`src/rtl/lyrc_pkg.sv`:
```
package lyrc_pkg;
  localparam int CH_W  = 8;
  localparam int RGB_W = 3 * CH_W;
  localparam int PIX_W = 4 * CH_W;

  // rounded division by 255 of a weighted channel sum (at most 255*255)
  function automatic logic [CH_W-1:0] div255_rnd(input logic [15:0] v);
    logic [16:0] t;
    t = {1'b0, v} + 17'd128;
    return CH_W'((t + (t >> 8)) >> 8);
  endfunction
endpackage

```
`src/rtl/lyrc_cover.sv`:
```
module lyrc_cover #(
  parameter int CW = 12
) (
  input  logic [CW-2:0]        pos_x,
  input  logic [CW-2:0]        pos_y,
  input  logic                 en,
  input  logic [CW-1:0]        org_x,
  input  logic [CW-1:0]        org_y,
  input  logic [CW-2:0]        ext_w,
  input  logic [CW-2:0]        ext_h,
  input  logic [7:0]           pix_a,
  input  logic                 ga_en,
  input  logic [7:0]           galpha,
  output logic                 hit,
  output logic [7:0]           eff_a
);
  logic signed [CW:0] px_s, py_s, ox_s, oy_s, ex_s, ey_s;
  logic               in_x, in_y;

  always_comb begin
    px_s = signed'({2'b00, pos_x});
    py_s = signed'({2'b00, pos_y});
    ox_s = signed'({org_x[CW-1], org_x});
    oy_s = signed'({org_y[CW-1], org_y});
    ex_s = ox_s + signed'({2'b00, ext_w});
    ey_s = oy_s + signed'({2'b00, ext_h});
    in_x = (ox_s <= px_s) && (px_s < ex_s);
    in_y = (oy_s <= py_s) && (py_s < ey_s);
    hit  = en && in_x && in_y;
    eff_a = ga_en ? galpha : pix_a;
  end
endmodule

```
`src/rtl/lyrc_pick.sv`:
```
module lyrc_pick
  import lyrc_pkg::*;
#(
  parameter int NLAY     = 4,
  parameter int PRW      = 2,
  parameter bit PIPE_SEL = 1'b0,
  parameter bit QUIRK_EN = 1'b0
) (
  input  logic [NLAY-1:0]       cand_hit,
  input  logic [NLAY-1:0]       lay_pipe,
  input  logic [NLAY*PRW-1:0]   lay_prio,
  input  logic [NLAY*CH_W-1:0]  eff_a,
  input  logic [NLAY*RGB_W-1:0] lay_rgb,
  input  logic [RGB_W-1:0]      bg_rgb,
  output logic                  hit_o,
  output logic [CH_W-1:0]       a_o,
  output logic [RGB_W-1:0]      rgb_o
);
  logic              found;
  logic [PRW-1:0]    best_p;
  logic [CH_W-1:0]   best_a;
  logic [RGB_W-1:0]  best_rgb;
  logic              quirk_hit;

  // strict greater-than keeps the lowest index on a tie
  always_comb begin
    found    = 1'b0;
    best_p   = '0;
    best_a   = '0;
    best_rgb = '0;
    for (int i = 0; i < NLAY; i++) begin
      if (cand_hit[i] && (lay_pipe[i] == PIPE_SEL) &&
          (!found || (lay_prio[i*PRW +: PRW] > best_p))) begin
        found    = 1'b1;
        best_p   = lay_prio[i*PRW +: PRW];
        best_a   = eff_a[i*CH_W +: CH_W];
        best_rgb = lay_rgb[i*RGB_W +: RGB_W];
      end
    end
  end

  always_comb begin
    quirk_hit = QUIRK_EN && found && (best_p == '0) && (best_a != 8'hFF);
    hit_o     = found;
    a_o       = best_a;
    rgb_o     = quirk_hit ? bg_rgb : best_rgb;
  end
endmodule

```
`src/rtl/lyrc_mix.sv`:
```
module lyrc_mix
  import lyrc_pkg::*;
(
  input  logic [CH_W-1:0] a,
  input  logic [CH_W-1:0] fg,
  input  logic [CH_W-1:0] bk,
  output logic [CH_W-1:0] mix
);
  logic [15:0] wsum;

  always_comb begin
    wsum = 16'(a) * 16'(fg) + 16'(8'hFF - a) * 16'(bk);
    mix  = div255_rnd(wsum);
  end
endmodule

```
`src/rtl/lyr_duo_compositor.sv`:
```
module lyr_duo_compositor
  import lyrc_pkg::*;
#(
  parameter int NLAY            = 4,
  parameter int CW              = 12,
  parameter int PRW             = 2,
  parameter bit LOW_ALPHA_QUIRK = 1'b0
) (
  input  logic                   clk,
  input  logic                   rst_n,
  input  logic [CW-2:0]          pos_x,
  input  logic [CW-2:0]          pos_y,
  input  logic [CW-2:0]          disp_w,
  input  logic [CW-2:0]          disp_h,
  input  logic [23:0]            bg_rgb,
  input  logic [NLAY-1:0]        lay_en,
  input  logic [NLAY-1:0]        lay_pipe,
  input  logic [NLAY*PRW-1:0]    lay_prio,
  input  logic [NLAY-1:0]        lay_ga_en,
  input  logic [NLAY*8-1:0]      lay_galpha,
  input  logic [NLAY*CW-1:0]     lay_x,
  input  logic [NLAY*CW-1:0]     lay_y,
  input  logic [NLAY*(CW-1)-1:0] lay_w,
  input  logic [NLAY*(CW-1)-1:0] lay_h,
  input  logic [NLAY*32-1:0]     lay_argb,
  output logic [23:0]            out_rgb
);
  localparam int PW = CW - 1;
  localparam int NPIPE = 2;

  logic [NLAY-1:0]       cov_vec;
  logic [NLAY*CH_W-1:0]  eff_a_flat;
  logic [NLAY*RGB_W-1:0] rgb_flat;

  // per-layer coverage and effective alpha
  for (genvar i = 0; i < NLAY; i++) begin : g_lay
    assign rgb_flat[i*RGB_W +: RGB_W] = lay_argb[i*PIX_W +: RGB_W];
    lyrc_cover #(.CW(CW)) u_cov (
      .pos_x  (pos_x),
      .pos_y  (pos_y),
      .en     (lay_en[i]),
      .org_x  (lay_x[i*CW +: CW]),
      .org_y  (lay_y[i*CW +: CW]),
      .ext_w  (lay_w[i*PW +: PW]),
      .ext_h  (lay_h[i*PW +: PW]),
      .pix_a  (lay_argb[i*PIX_W + RGB_W +: CH_W]),
      .ga_en  (lay_ga_en[i]),
      .galpha (lay_galpha[i*CH_W +: CH_W]),
      .hit    (cov_vec[i]),
      .eff_a  (eff_a_flat[i*CH_W +: CH_W])
    );
  end

  // stage one: priority pick per pipe
  logic             pk_hit [NPIPE];
  logic [CH_W-1:0]  pk_a   [NPIPE];
  logic [RGB_W-1:0] pk_rgb [NPIPE];

  for (genvar p = 0; p < NPIPE; p++) begin : g_pipe
    lyrc_pick #(
      .NLAY     (NLAY),
      .PRW      (PRW),
      .PIPE_SEL (p[0]),
      .QUIRK_EN ((p == 0) ? LOW_ALPHA_QUIRK : 1'b0)
    ) u_pick (
      .cand_hit (cov_vec),
      .lay_pipe (lay_pipe),
      .lay_prio (lay_prio),
      .eff_a    (eff_a_flat),
      .lay_rgb  (rgb_flat),
      .bg_rgb   (bg_rgb),
      .hit_o    (pk_hit[p]),
      .a_o      (pk_a[p]),
      .rgb_o    (pk_rgb[p])
    );
  end

  // stage-one register: blend operands
  logic [RGB_W-1:0] s1_base_q, s1_base_d;
  logic [RGB_W-1:0] s1_fg_q,   s1_fg_d;
  logic [CH_W-1:0]  s1_a_q,    s1_a_d;
  logic             s1_disp_q, s1_disp_d;

  always_comb begin
    s1_base_d = pk_hit[0] ? pk_rgb[0] : bg_rgb;
    s1_fg_d   = pk_rgb[1];
    s1_a_d    = pk_hit[1] ? pk_a[1] : '0;
    s1_disp_d = (pos_x < disp_w) && (pos_y < disp_h);
  end

  always_ff @(posedge clk or negedge rst_n) begin
    if (!rst_n) begin
      s1_base_q <= '0;
      s1_fg_q   <= '0;
      s1_a_q    <= '0;
      s1_disp_q <= 1'b0;
    end else begin
      s1_base_q <= s1_base_d;
      s1_fg_q   <= s1_fg_d;
      s1_a_q    <= s1_a_d;
      s1_disp_q <= s1_disp_d;
    end
  end

  // stage two: blend pipe 1 over base, per channel
  logic [RGB_W-1:0] mix_rgb;
  for (genvar c = 0; c < 3; c++) begin : g_ch
    lyrc_mix u_mix (
      .a   (s1_a_q),
      .fg  (s1_fg_q[c*CH_W +: CH_W]),
      .bk  (s1_base_q[c*CH_W +: CH_W]),
      .mix (mix_rgb[c*CH_W +: CH_W])
    );
  end

  logic [RGB_W-1:0] out_d;
  always_comb out_d = s1_disp_q ? mix_rgb : '0;

  always_ff @(posedge clk or negedge rst_n) begin
    if (!rst_n) out_rgb <= '0;
    else        out_rgb <= out_d;
  end
endmodule

```
`config.mk`:
```
export PLATFORM = sky130hd
export DESIGN_NAME = lyr_duo_compositor
export DESIGN_NICKNAME = d
export VERILOG_FILES = /design/src/rtl/lyrc_pkg.sv /design/src/rtl/lyrc_cover.sv /design/src/rtl/lyrc_pick.sv /design/src/rtl/lyrc_mix.sv /design/src/rtl/lyr_duo_compositor.sv
export SDC_FILE = /design/constraint.sdc
export NUM_CORES = 2
export LEC_CHECK = 0
export BUFFER_PORTS_ARGS = -buffer_cell sky130_fd_sc_hd__buf_2
export CORE_MARGIN = 10
export CORE_UTILIZATION = 47
export DETAILED_ROUTE_END_ITERATION = 8
export PLACE_DENSITY = 0.73
export SETUP_SLACK_MARGIN = 0.4
export SLEW_MARGIN = 20
export SYNTH_ARGS = -nofsm -noshare
export SYNTH_HDL_FRONTEND = slang
export SYNTH_SLANG_ARGS = --single-unit
```
`constraint.sdc`:
```
create_clock -name clk -period 11.4 [get_ports clk]
set_input_delay 0.57 -clock clk [delete_from_list [all_inputs] [get_ports clk]]
set_output_delay 0.57 -clock clk [all_outputs]
set_load 0.02 [all_outputs]
```
==> metrics.md <==
| Metric | Value |
|---|---|
| Post-CTS sizing | 0 |
| # port buffers | approximately 460 |
| CTS max path bufs | 2 |
| Worst path slowest cell | a21o_1 |
| I/O pins | ~460 |
| Post-CTS Setup Inserts | 0 |
| HP Class | input pin to async pin |
| Cell area after synthesis | ~28000 um^2 |
| Pin count of the biggest net entering global routing | 58 |
| Most Frequent Cell on Critical Path | ha_1 |
| Wire per inst | about 22 um |
| #FFs+latches synth | approximately 80 |
| Core area | ~59000 um^2 |
| Tcrit/Tclk final | 0.827 |
| Routed wire length | roughly 95000 um |
| Row count | 89 |
| Max Cap Viol | 0 |
| Cts bufs inserted | 9 |
| Type of the worst setup path | input pin to flip-flop |
| Post-synth top flop | dfrtp_1 |
| Setup violators final | 0 |
| DR vias | ~25000 |
| Met2 WL | between 40000 and 50000 um |
| Chip width | between 200 and 300 um |
| Unique masters post-synth | slightly below 90 |
| Fraction of layout cells with a size suffix above 1 | 0.169 |
| Fillers | approximately 5500 |
| Nets | around 4800 |
| Req. time, crit path | around 12 ns |
| Clk root buf | clkbuf_16 |
| Worst hold slack | about 0.11 ns |
| Routability congestion estimate from global placement | 0.988 |
| Fin crit period | 9.42 ns |
| Post-synth EDFFs | 0 |
| Startpoint type of the worst setup path | input pin |
| CTS tree | built |
| Crit path largest cell delay | a little under 0.8 ns |
| First-pass GRT wire length | roughly 150000 um |
| Avg Cell Area, Syn | 8.78 um^2 |
| Maximum clock rate | ~110 MHz |
| CTS H-tree lvls | 3 |
| Crit. End Element | flip-flop |
| Hold-fix buffers, CTS | 0 |
| Status | completed |
| Final setup TNS | 0 ns |
| Final hold violation count | 0 |
| Total GRT Usage | 0.268 |
| Post-route DRC | 0 |
| Post-route ant nets | 0 |
| Sink Count | 81 |
| Async SR Flop Fraction | 1.00 |
| Die footprint | roughly 69000 um^2 |
| Post-synth net total | 4400 |
| Via density per instance | 5.65 |
| Worst-Margin Slew | approximately 1.1 ns |
| Synth area leader | ha_1 |
| Chip height | ~260 um |
| Synth top cells by count | ha_1, inv_1, fa_1 |
| Drt first pass iters | 6 |
| RSZ-0062 raised after global routing | false |
| Worst-Skew Late Latency | 0.38 ns |
| Final HPWL DP | a little over 80000 um |
| Area Overhead vs Synth | 12.6% |
| Largest cells by area after synthesis | ha_1, fa_1, dfrtp_1 |
| Crit Path Max Fanout | 26 |
| Cells after Synth | ~3200 |
| Initial antenna violation count | 56 |
| Cell with the most instances after synthesis | ha_1 |
| Routed length on met1 | approximately 37000 um |
| Detailed Route Iter0 Violations | roughly 1700 |
| Layout Skew | 0.0111 ns |
| Yosys Warn Count | 0 |
| Max-slew violation count | 0 |
| CTS clk-pin slew, worst paths | approximately 0.070 ns |
| Slew Limit Headroom | 0.282 |
| Vias in the first global route | roughly 25000 |
| GRT overflow | 0 |
| Sequential share of the synthesized area | 0.0730 |
| Starting density of the core | 0.472 |
| Highest routed layer | met5 |
| Metal3 WL | around 8300 um |
| CP arrival | around 10 ns |
| Top-area cell type share of the netlist area | 0.229 |
[stage by stage]
stage               utilization  cells  setup slack (ns)  area [um^2]
finish                    0.532   4370              1.98        31300
global route              0.531   4361              1.26        31200
detailed placement        0.524   4326              1.57        30800
global placement          0.524   4326              1.80        30800
floorplan                     -   3163              3.50        27800
CTS                       0.530   4342              1.92        31200
[state kept, by name, summed over array words and instances, names as in the netlist]
signal / count
out_rgb: 24
s1_a_q: 8
s1_disp_q: 1
s1_base_q: 24
s1_fg_q: 24
[metal layers]
layer	up-vias	GRT usage
met3	258	0.0732
li1	11631	-
met1	11844	0.316
met5	-	0
met2	909	0.447
met4	58	0.122
[area by class of cell]
class                      count  area, um^2  area share
clock buffer                   9         225     0.00720
inverter                     468        1760      0.0562
multi-input combinational   2532       23700       0.758
sequential                    81        2030      0.0649
clock inverter                 7         106     0.00340
tap                          773         967      0.0309
timing repair buffer         474        2430      0.0777
antenna                       26        65.1     0.00208
[cells by family (layout without fill, tap and decap cells)]
family / Yosys count / count (layout) / synth area share
other: 1 / 27 / 0.000135
and+or+nand+nor: 866 / 866 / 0.168
buffers and inverters: 550 / 958 / 0.0760
muxes: 109 / 109 / 0.0480
adders and majority gates: 803 / 803 / 0.442
DFF: 81 / 81 / 0.0730
AOI/OAI and AO/OA: 616 / 616 / 0.150
xor gates and xnor gates: 137 / 137 / 0.0432
[cell usage in the layout, fill, tap and decap left out, types with 19 or more instances in the layout]
cell        n
a211oi_1   47
xor2_1     76
xnor2_1    61
a21oi_1   133
nand4_1    24
inv_1     468
diode_2    26
a221oi_1   24
buf_2     456
o21ai_0   118
nor3_1     37
ha_1      508
a21o_1     62
mux2_2     37
mux2_4     39
o21a_1     31
nand3_1    57
mux2i_1    33
nor2b_1   146
nand2_1   200
o211ai_1   50
fa_1      295
o21bai_1   19
a22o_1     26
nand2b_1  108
nor2_1     87
dfrtp_1    80
and2_1    113
[path summary, 6_finish.rpt]
check | start | endpoint | slack, ns | depth (start not counted)
max in group asynchronous | rst_n | s1_a_q[4] | 10.10 | 2
min in group clk | bg_rgb[22] | s1_base_q[22] | 0.43 | 3
hold / removal | rst_n | out_rgb[23] | 0.11 | 1
setup reg to reg | s1_a_q[3] | out_rgb[6] | 2.45 | 31
setup / recovery | lay_x[0] | s1_base_q[6] | 1.98 | 37
hold reg to reg | s1_disp_q | out_rgb[7] | 1.02 | 2
[critical path, delay by kind of cell]
kind	cells	cell delay [ns]
AOI/OAI and AO/OA	17	5.57
and+or+nand+nor	9	1.24
muxes	1	0.34
xor gates and xnor gates	1	0.18
adders and majority gates	6	1.57
buffers and inverters	3	0.24
Power is left out: the tool's default activity adds up to more than one toggle a clock period on the data nets, which glitch-free logic cannot reach.
